File: config.mk
export PLATFORM = sky130hd
export DESIGN_NAME = opr_unit
export DESIGN_NICKNAME = d
export VERILOG_FILES = /design/src/rtl/opr_pkg.sv /design/src/rtl/opr_ctl.sv /design/src/rtl/opr_adder.sv /design/src/rtl/opr_compose.sv /design/src/rtl/opr_seq.sv /design/src/rtl/opr_unit.sv
export SDC_FILE = /design/constraint.sdc
export NUM_CORES = 1
export LEC_CHECK = 0
export ABC_AREA = 0
export CAP_MARGIN = 20
export CORE_MARGIN = 10
export CORE_UTILIZATION = 25
export CTS_BUF_LIST = sky130_fd_sc_hd__clkbuf_8
export DETAILED_ROUTE_END_ITERATION = 16
export GPL_TIMING_DRIVEN = 0
export PLACE_DENSITY = 0.53
export SLEW_MARGIN = 15
export SYNTH_ARGS = -nofsm -noshare
export SYNTH_HDL_FRONTEND = slang
export SYNTH_SLANG_ARGS = --single-unit
File: constraint.sdc
create_clock -name clk -period 7.26 [get_ports clk]
set_input_delay 0.726 -clock clk [delete_from_list [all_inputs] [get_ports clk]]
set_output_delay 0.726 -clock clk [all_outputs]
set_load 0.02 [all_outputs]
File: src/rtl/opr_pkg.sv
package opr_pkg;

  typedef enum logic [2:0] {
    PH_IDLE = 3'd0,
    PH_T1   = 3'd1,
    PH_T2   = 3'd2,
    PH_T3   = 3'd3,
    PH_T2R  = 3'd4,
    PH_T3R  = 3'd5,
    PH_T4   = 3'd6
  } phase_e;

  // Control word decoded from the instruction field
  typedef struct packed {
    logic leg1_en;    // leg 1 = A (else zero)
    logic leg2_zero;  // leg 2 = zero (else all ones)
    logic jam;        // force XOR, no carries
    logic cin;        // carry into adder
    logic rep;        // repeat adder pass
    logic clr_all;    // clear A in final phase
    logic clr_sign;   // clear A sign bit
    logic d_hi_hi;    // D high byte -> A high byte
    logic d_lo_lo;    // D low byte -> A low byte
    logic d_lo_hi;    // D low byte -> A high byte
    logic d_hi_lo;    // D high byte -> A low byte
    logic d_sgn;      // D sign -> A sign
    logic c_ovf;      // C takes adder overflow
    logic c_sgn;      // C set when D sign set
    logic c_set;      // C forced to one
  } ctl_t;

  localparam int FIELD_W = 10;

  // m-numbered bit select: m16 is bit 0, m7 is bit 9
  function automatic logic mbit(input logic [FIELD_W-1:0] f, input int k);
    return f[16-k];
  endfunction

endpackage

File: src/rtl/opr_ctl.sv
module opr_ctl
  import opr_pkg::*;
(
  input  logic [FIELD_W-1:0] fld,
  input  logic               c_cur,
  output ctl_t               ctl
);

  logic m8, m9, m10, m11, m12, m13, m14, m15, m16;

  always_comb begin
    m8  = mbit(fld, 8);
    m9  = mbit(fld, 9);
    m10 = mbit(fld, 10);
    m11 = mbit(fld, 11);
    m12 = mbit(fld, 12);
    m13 = mbit(fld, 13);
    m14 = mbit(fld, 14);
    m15 = mbit(fld, 15);
    m16 = mbit(fld, 16);
  end

  always_comb begin
    ctl.leg2_zero = m9 | m11;
    ctl.jam       = m12 | m16;
    ctl.leg1_en   = m9 | m11 | m12 | m16;
    ctl.cin       = m15 & (c_cur | ~m13);
    ctl.rep       = m8 & m15;
    ctl.clr_all   = m11 | m15 | m16;
    ctl.clr_sign  = m10 | m14;
    ctl.d_hi_hi   = (m11 & m14) | m15 | m16;
    ctl.d_lo_lo   = (m11 & m13) | m15 | m16;
    ctl.d_lo_hi   = m9 & m11;
    ctl.d_hi_lo   = m10 & m11;
    ctl.d_sgn     = (m8 & m10) | m14;
    ctl.c_ovf     = m9 & ~m11;
    ctl.c_sgn     = m10 & m12;
    ctl.c_set     = m8 & m9;
  end

endmodule

File: src/rtl/opr_adder.sv
module opr_adder #(
  parameter int DATA_W = 16
) (
  input  logic [DATA_W-1:0] a,
  input  logic              leg1_en,
  input  logic              leg2_zero,
  input  logic              jam,
  input  logic              cin,
  output logic [DATA_W-1:0] d
);

  logic [DATA_W-1:0] leg1, leg2, sum;

  always_comb begin
    leg1 = leg1_en ? a : '0;
    leg2 = leg2_zero ? '0 : '1;
    sum  = leg1 + leg2 + DATA_W'(cin);
    d    = jam ? (leg1 ^ leg2) : sum;
  end

endmodule

File: src/rtl/opr_compose.sv
module opr_compose
  import opr_pkg::*;
#(
  parameter int DATA_W = 16
) (
  input  ctl_t              ctl,
  input  logic [DATA_W-1:0] a_work,
  input  logic [DATA_W-1:0] d,
  input  logic              c_work,
  output logic [DATA_W-1:0] a_new,
  output logic              c_new
);

  localparam int HALF = DATA_W / 2;
  localparam logic [DATA_W-1:0] MAX_POS = {1'b0, {(DATA_W-1){1'b1}}};
  localparam logic [DATA_W-1:0] MIN_NEG = {1'b1, {(DATA_W-1){1'b0}}};

  logic [DATA_W-1:0] base;
  logic [HALF-1:0]   hi_or, lo_or;
  logic              leg2_ones_eff, jam_eff, ovf;

  // Byte lanes: each half gathers its straight and swapped contributions
  always_comb begin
    hi_or = '0;
    lo_or = '0;
    if (ctl.d_hi_hi) hi_or = hi_or | d[DATA_W-1:HALF];
    if (ctl.d_lo_hi) hi_or = hi_or | d[HALF-1:0];
    if (ctl.d_lo_lo) lo_or = lo_or | d[HALF-1:0];
    if (ctl.d_hi_lo) lo_or = lo_or | d[DATA_W-1:HALF];
  end

  always_comb begin
    base = ctl.clr_all ? '0 : a_work;
    if (ctl.clr_sign) base[DATA_W-1] = 1'b0;
    base = base | {hi_or, lo_or};
    if (ctl.d_sgn) base[DATA_W-1] = base[DATA_W-1] | d[DATA_W-1];
    a_new = base;
  end

  // A repeat pass forces leg 2 to zero and disables the jam
  always_comb begin
    leg2_ones_eff = ~ctl.rep & ~ctl.leg2_zero;
    jam_eff       = ~ctl.rep & ctl.jam;
    ovf = ~jam_eff &
          ((leg2_ones_eff & ~ctl.cin & (d == MAX_POS)) |
           (~leg2_ones_eff & ctl.cin & (d == MIN_NEG)));
    c_new = c_work;
    if (ctl.c_ovf) c_new = ovf;
    if (ctl.c_set | (ctl.c_sgn & d[DATA_W-1])) c_new = 1'b1;
  end

endmodule

File: src/rtl/opr_seq.sv
module opr_seq
  import opr_pkg::*;
(
  input  logic   clk,
  input  logic   rst_n,
  input  logic   start,
  input  logic   rep,
  output phase_e phase,
  output logic   accept,
  output logic   busy,
  output logic   done
);

  phase_e phase_q, phase_d;
  logic   done_q, done_d;

  always_comb begin
    accept  = (phase_q == PH_IDLE) & start;
    phase_d = phase_q;
    unique case (phase_q)
      PH_IDLE: if (start) phase_d = PH_T1;
      PH_T1:   phase_d = PH_T2;
      PH_T2:   phase_d = PH_T3;
      PH_T3:   phase_d = rep ? PH_T2R : PH_T4;
      PH_T2R:  phase_d = PH_T3R;
      PH_T3R:  phase_d = PH_T4;
      PH_T4:   phase_d = PH_IDLE;
      default: phase_d = PH_IDLE;
    endcase
    done_d = (phase_q == PH_T4);
  end

  always_ff @(posedge clk or negedge rst_n) begin
    if (!rst_n) begin
      phase_q <= PH_IDLE;
      done_q  <= 1'b0;
    end else begin
      phase_q <= phase_d;
      done_q  <= done_d;
    end
  end

  assign phase = phase_q;
  assign busy  = (phase_q != PH_IDLE);
  assign done  = done_q;

  assert_final_done_R2: assert property (@(posedge clk) disable iff (!rst_n)
    (phase_q == PH_T4) |=> done_q);

  assert_done_pulse_R2: assert property (@(posedge clk) disable iff (!rst_n)
    done_q |=> !done_q);

endmodule

File: src/rtl/opr_unit.sv
module opr_unit
  import opr_pkg::*;
#(
  parameter int DATA_W = 16
) (
  input  logic              clk,
  input  logic              rst_n,
  input  logic              start,
  input  logic [DATA_W-1:0] instr,
  input  logic [DATA_W-1:0] a_in,
  input  logic              c_in,
  output logic              busy,
  output logic              done,
  output logic [DATA_W-1:0] a_out,
  output logic              c_out,
  output logic              sc_clr
);

  phase_e              phase;
  logic                accept;
  ctl_t                ctl;
  logic [FIELD_W-1:0]  fld_q;
  logic                c_q;
  logic [DATA_W-1:0]   a_work_q, d_q, d_comb, a_new;
  logic                c_new;
  logic                add_leg1, add_leg2z, add_jam;
  logic                ld_fld, ld_awork, ld_d, ld_out;
  logic [DATA_W-1:0]   a_work_d;
  logic                sc_clr_q;

  opr_seq u_seq (
    .clk    (clk),
    .rst_n  (rst_n),
    .start  (start),
    .rep    (ctl.rep),
    .phase  (phase),
    .accept (accept),
    .busy   (busy),
    .done   (done)
  );

  opr_ctl u_ctl (
    .fld   (fld_q),
    .c_cur (c_q),
    .ctl   (ctl)
  );

  // Repeat pass: leg 1 = A, leg 2 = 0, jam off
  always_comb begin
    if (phase == PH_T3R) begin
      add_leg1  = 1'b1;
      add_leg2z = 1'b1;
      add_jam   = 1'b0;
    end else begin
      add_leg1  = ctl.leg1_en;
      add_leg2z = ctl.leg2_zero;
      add_jam   = ctl.jam;
    end
  end

  opr_adder #(.DATA_W(DATA_W)) u_add (
    .a         (a_work_q),
    .leg1_en   (add_leg1),
    .leg2_zero (add_leg2z),
    .jam       (add_jam),
    .cin       (ctl.cin),
    .d         (d_comb)
  );

  opr_compose #(.DATA_W(DATA_W)) u_cmp (
    .ctl    (ctl),
    .a_work (a_work_q),
    .d      (d_q),
    .c_work (c_q),
    .a_new  (a_new),
    .c_new  (c_new)
  );

  // Clock enables
  always_comb begin
    ld_fld   = accept;
    ld_awork = accept | (phase == PH_T2R);
    ld_d     = (phase == PH_T2) | (phase == PH_T3R);
    ld_out   = (phase == PH_T4);
    a_work_d = accept ? a_in : d_q;
  end

  always_ff @(posedge clk or negedge rst_n) begin
    if (!rst_n) begin
      fld_q    <= '0;
      c_q      <= 1'b0;
      a_work_q <= '0;
      d_q      <= '0;
      a_out    <= '0;
      c_out    <= 1'b0;
      sc_clr_q <= 1'b0;
    end else begin
      if (ld_fld) begin
        fld_q <= instr[FIELD_W-1:0];
        c_q   <= c_in;
      end
      if (ld_awork) a_work_q <= a_work_d;
      if (ld_d)     d_q      <= d_comb;
      if (ld_out) begin
        a_out <= a_new;
        c_out <= c_new;
      end
      sc_clr_q <= ld_out & ctl.rep;
    end
  end

  assign sc_clr = sc_clr_q;

  assert_idle_at_done_R2: assert property (@(posedge clk) disable iff (!rst_n)
    done |-> !busy);

  assert_out_hold_R3: assert property (@(posedge clk) disable iff (!rst_n)
    !done |-> ($stable(a_out) && $stable(c_out)));

  assert_scclr_with_done_R5: assert property (@(posedge clk) disable iff (!rst_n)
    sc_clr |-> done);

  assert_scclr_only_repeat_R5: assert property (@(posedge clk) disable iff (!rst_n)
    (done && !(fld_q[8] && fld_q[1])) |-> !sc_clr);

  assert_cforce_R7: assert property (@(posedge clk) disable iff (!rst_n)
    (done && fld_q[8] && fld_q[7]) |-> c_out);

endmodule

---- After elaboration in Yosys (flattened, before gate mapping) ----
Index checks and enable logic that the tools add are counted.
storage, ports and cells
  output and inout bits ................... 20
  input bits .............................. 36
  word-level logic and storage cells ...... 90
  register bits ........................... 64
operators by class
  $add $sub $neg .......................... 2
  equal/unequal tests ..................... 9
  bitwise gates (word level) .............. 49
  reductions and logical operators ........ 2
  multiplexer cells ....................... 19
operators by type and width
  operator                                                                  number
  16-bit two-way mux                                                        5
  8-bit two-way mux                                                         4
  1-bit bitwise AND                                                         20
  1-bit bitwise OR                                                          18
  3-bit case mux with 6 select lines                                        1
  16-bit by 1-bit adder with 16-bit output                                  1
  16-bit adder                                                              1
  16-bit by 15-bit equality test with 1-bit output (second input constant)  1
  16-bit equality test (second input constant)                              1
  16-bit bitwise OR                                                         1
  8-bit bitwise OR                                                          2
  16-bit bitwise XOR                                                        1
  3-bit equality test (second input constant)                               3
  1-bit two-way mux                                                         7
  1-bit NOT                                                                 7
  3-bit by 2-bit equality test with 1-bit output (second input constant)    2
  3-bit by 1-bit equality test with 1-bit output (second input constant)    1
  3-bit zero test                                                           1
  3-bit two-way mux                                                         1
  3-bit nonzero test                                                        1
  2-bit two-way mux                                                         1
  2-bit != test (second input constant)                                     1

---- Depth between registers and ports, before layout ----
  word-level depth ........................ 10
  mapped depth ............................ 16
  gate-level depth less buffers ........... 15

---- Modules after synthesis ----
From an unflattened synthesis, not the netlist that was laid out.
unflattened totals
  cells, all modules ...................... 443
  area, all modules ....................... 4307.9 sq um
by module, submodules not included
  module       times used  sequential area each (sq um)  area each (sq um)  cells each
  opr_unit     1           1526.5                        2529.9             190
  opr_adder    1           0.0                           1074.8             149
  opr_compose  1           0.0                           419.2              74
  opr_seq      1           100.1                         173.9              14
  opr_ctl      1           0.0                           110.1              16

---- Worst setup path after synthesis ----
OpenSTA, ideal clock, no wires.
  path kind ............................... reg-to-reg
  start point ............................. register fld_q[5]
  end point ............................... register d_q[15]
  buffers on the path ..................... 3
  data required time ...................... 7.178 ns
  slack ................................... 3.944 ns
  stages on the path, launching flop included .. 16
  setup time .............................. 0.082 ns
  data arrival time ....................... 3.234 ns
  period minus slack after synthesis ...... 3.316 ns
  cell sequence ........................... dfrtp_1 > clkbuf_1 > nor2_1 > nand2_1 > inv_1 > nand2_1 > clkbuf_1 > and2_1 > ha_1 > buf_2 > nand2_1 > o21ai_0 > a2111oi_0 > or3_1 > a211o_1 > a31oi_1
on the way
  word-level cells in the longest chain between the ends .. 8
  elaborated cells on any way between the ends .. 11
  classes of those cells .................. add/sub: 2; mux: 5; bitwise: 4
ends and longest elaborated chain
  element                                   line                          text
  from (decl)                               opr_unit.sv:22                logic [FIELD_W-1:0] fld_q;
  from (signal assigned)                    opr_unit.sv:99                fld_q <= instr[FIELD_W-1:0];
  1-bit bitwise OR *                        opr_ctl.sv:24, opr_ctl.sv:26
  1-bit bitwise OR (2 in a row)             opr_ctl.sv:26                 ctl.leg1_en = m9 | m11 | m12 | m16;
  1-bit two-way mux                         opr_unit.sv:50                if (phase == PH_T3R) begin
  16-bit two-way mux                        opr_adder.sv:15               leg1 = leg1_en ? a : '0;
  16-bit adder                              opr_adder.sv:17               sum = leg1 + leg2 + DATA_W'(cin);
  16-bit by 1-bit adder with 16-bit output  opr_adder.sv:17
  16-bit two-way mux *                      opr_adder.sv:18               d = jam ? (leg1 ^ leg2) : sum;
  to (signal assigned)                      opr_unit.sv:103               if (ld_d) d_q <= d_comb;
  to (decl)                                 opr_unit.sv:24                logic [DATA_W-1:0] a_work_q, d_q, d_comb, a_new;
Mark *: on every way between the ends. The rest lies on a longest branch, timed or not.
A chain may end at the register's enable or synchronous reset.

---- Worst setup path in the final report ----
Ends and elaborated chain as after synthesis.

==> results.txt <==
- At the later pin of the worst-skew pair, clock insertion delay measures 0.36 ns.
- Setup violations remaining at the end of the flow were counted as 0.
* H-tree levels: 3
* Overall overflow remaining after global route: 0
* Standard cell core area: 14700 um^2
- 56 I/O pins were placed.
- Overall power of the completed layout: 2.410 mW
- Hold violation count in the final report: 0
- The number of gates resized after CTS was 0.
* Max IR drop VDD: 0.1097 mV
* Worst Path Class, Setup: reg2reg
* Maximum buffer depth of the clock tree: 2
- Counting cells, the worst reg-to-reg path comes to 15.
- The largest single stage delay on the critical path is 0.56 ns.
* Post-synthesis instance area: 3780 um^2
* Number of vias per cell after detailed routing: ~5
- Post-synthesis cell type count: 50
- Cell occurring most often along the worst timing path: nand2_1
* Core occupancy in the finished layout: 0.3184
- Row generation in the floorplan step produced 44 rows.
* P_leak: 1.960 nW
* Number of setup buffers added after CTS: 0
* Number of port buffers: 48
- Static timing analysis puts the maximum clock frequency at 0.2372 GHz.
- Final layout net count: 537
- Across the routed clock network, the largest skew measured is just under 0.008 ns.
- Buffers inserted during clock tree synthesis total 9.
- The tightest min-delay check is of the in2async type.
* Startpoint of the worst register-to-register path: fld_q[5]
* Initial antenna violation count: 0
* Post-synth net total: 477
- Worst R2R End: d_q[15]
- The routed design has 11.30 mm of wire.
* Y dimension of the die: about 140 um
* # DRC: 0
- CTS placed an instance of clkbuf_8 at the clock tree root.
- Ordered list of cells on the worst path: clkbuf_1, nor2_1, nand2_1, inv_1, nand2_1, clkbuf_1, and2_1, ha_1, buf_2, nand2_1, o21ai_0, a2111oi_0, or3_1, a211o_1, a31oi_1
- Category of the worst setup path capture point: register
- Share of the cycle needed by the critical path after routing: 0.5808
- Clock period minus worst slack: 4.216 ns
* TritonCTS clock tree: done
- Placer Congestion: 0.8344
* Routed len/inst: between 15 and 20 um
- Number of placed cells counting well taps: 657
- # hold bufs at CTS: 0
* Via count of the first global-routing pass: around 3400
* Largest driver fanout on the critical path: 19
- Dominant delay contributor by cell family on the critical path: simple AND/OR/NAND/NOR gates
- Count of pins over their slew limit: 0
- STA classifies the critical path startpoint as a register.
- Worst-margin pin slew: 0.7264 ns
* Yosys warns: 0
- Power density of the placed cells: 514.9 nW/um^2
- Counting every sink on the clock net gives 64.
- Initial DRC count: 190
- Compared with the post-synthesis result, the final layout area differs by 23.83%.
- Headroom to the max-slew limit: 0.5152
* Mean cell area of the mapped netlist: 8.915 um^2
- Flop-to-flop setup slack: about 3.0 ns
- Synthesis produced a netlist whose cell count is 424.
- Of the post-synthesis cell area, the dominant cell type holds 0.4237.
- Detailed placement finished with a half-perimeter wire length of just under 9 mm.
- The most used flip-flop cell after synthesis is dfrtp_1.
* CP bufs+invs: 4
* Setup Total Neg Slack: 0 ns
- In the global route stage, overall resource usage came out at 0.1142.
- Across the run, the number of max-cap violations was 0.
- Worst hold slack: 0.2843 ns
- Critical-path cell with the highest stage delay: inv_1
* Number of enable flip-flop cells after synthesis: 0
- The finished layout holds 672 standard cells, fillers aside.
* Sequential area share after synthesis: 0.4237
- After synthesis, the cell types taking the most area are dfrtp_1 (42%), nand2_1 (7.3%), a21oi_1 (5.0%).
- Synth area leader: dfrtp_1
- Clock transition at the registers of the reported paths: 0.07 ns
- Total of flip-flops plus latches after synthesis: 64
- Once detail routing completed, the nets flagged for antenna violations numbered 0.
* Die W: 143.0 um
* Fraction of synthesis flops using an asynchronous set or reset pin: 1.000
* RSZ-0062 raised after global routing: false
- For this configuration, the core starts out at a cell density of 0.2572.
- Arrival time at the worst endpoint: 4.50 ns
* First-pass iteration count of the detailed router: 5
- STA puts the critical path data required time at 7.54 ns.
- The first global-routing pass estimated 18.44 mm of wire.
- Largest net degree at the start of global routing: 36
- The detailed router placed 3280 vias in this run.
- Of the cells placed in the final design, the portion with a size suffix greater than 1 is 0.08197.
- The flow ran to the end, and the final reports show no timing, DRC or antenna violations.
- The number of antenna diodes in the final layout is 0.
- The die covers 20440 um^2.
## flip-flops by register name (all words and copies together) (netlist names)
| register | count |
|---|---|
| c_q | 1 |
| u_seq.phase | 3 |
| d_q | 16 |
| u_seq.done | 1 |
| fld_q | 9 |
| sc_clr | 1 |
| a_work_q | 16 |
| c_out | 1 |
| a_out | 16 |
## power by group
part | leakage (nW) | switching (mW) | internal [mW]
clock network | 0.0924 | 0.137 | 0.138
logic | 1.11 | 0.810 | 0.581
registers | 0.758 | 0.209 | 0.535
total | 1.96 | 1.16 | 1.25
## synth_stat cells (all sizes together) (5+ instances only)
master	n
xnor2	10
a22oi	17
buf	6
a221oi	15
mux2	11
inv	5
clkbuf	17
nand3	6
nand4	5
and2	19
nor2	39
a21oi	38
nand2	74
o21ai	20
dfrtp	64
nor3	6
ha	15
a31oi	6
## layout make-up
| class | count | area (um^2) |
|---|---|---|
| well taps | 184 | 230.2 |
| multi-input cells | 332 | 2067 |
| clock buffers | 11 | 151.4 |
| inverters | 5 | 18.77 |
| clock inverters | 4 | 21.27 |
| repair buffers | 49 | 498.0 |
| plain buffers | 23 | 92.59 |
| fillers | 1539 | 10020 |
| flip-flops and latches | 64 | 1602 |
## cell families after synthesis
group / synth area share
multiplexers: 0.03807
XOR/XNOR: 0.03012
flip-flops: 0.4237
AND/OR/NAND/NOR: 0.2165
AO/OA/AOI/OAI: 0.2019
buffers and inverters: 0.02946
adder cells (fa/ha/maj): 0.06025
## worst reg2reg max path: stages (launching register included)
cell and delay (ns):
dfrtp_1 0.36, clkbuf_1 0.21, nor2_1 0.30, nand2_1 0.15, inv_1 0.56, nand2_1 0.25, clkbuf_1 0.24, and2_1 0.22
ha_1 0.27, buf_2 0.17, nand2_1 0.10, o21ai_0 0.31, a2111oi_0 0.15, or3_1 0.41, a211o_1 0.28, a31oi_1 0.15
## layout by cell type, fill, tap and decap left out, types with 5 or more instances in the layout
| master | instances |
|---|---|
| xnor2_1 | 10 |
| a22oi_1 | 17 |
| ha_1 | 15 |
| and2_1 | 19 |
| buf_2 | 5 |
| nand3_1 | 6 |
| dfrtp_1 | 64 |
| a31oi_1 | 6 |
| clkbuf_1 | 17 |
| nand2_1 | 74 |
| mux2_2 | 11 |
| a21oi_1 | 38 |
| clkbuf_8 | 11 |
| o21ai_0 | 19 |
| nor3_1 | 6 |
| inv_1 | 6 |
| nand4_1 | 5 |
| clkdlybuf4s50_1 | 47 |
| a221oi_1 | 15 |
| nor2_1 | 38 |
## how the worst max path moves through the flow
stage | end | from | slack, ns | depth (start not counted)
after floorplan | d_q[15] | fld_q[5] | 3.94 | 15
after global placement | d_q[15] | fld_q[5] | 3.15 | 15
after detailed placement | d_q[15] | fld_q[5] | 3.13 | 15
after CTS | d_q[15] | fld_q[5] | 3.08 | 15
after global routing | d_q[15] | fld_q[5] | 2.72 | 15
final | d_q[15] | fld_q[5] | 3.04 | 15
## stage by stage
step                      cell area [um^2]  setup slack (ns)
after floorplan                       3780             3.944
after global placement                4491             3.152
after detailed placement              4508             3.133
after CTS                             4681             3.078
after global routing                  4681             2.720
final                                 4681             3.044
## layer usage
layer | global-route usage | up-vias | wire (um)
met2 | 0.1854 | 76 | 5417
li1 | - | 1656 | -
met5 | 0 | - | 0
met3 | 0.02388 | 12 | 494
met1 | 0.1458 | 1536 | 5209
met4 | 0.04289 | 0 | 175
No activity file was read; power rests on OpenSTA's default activity.
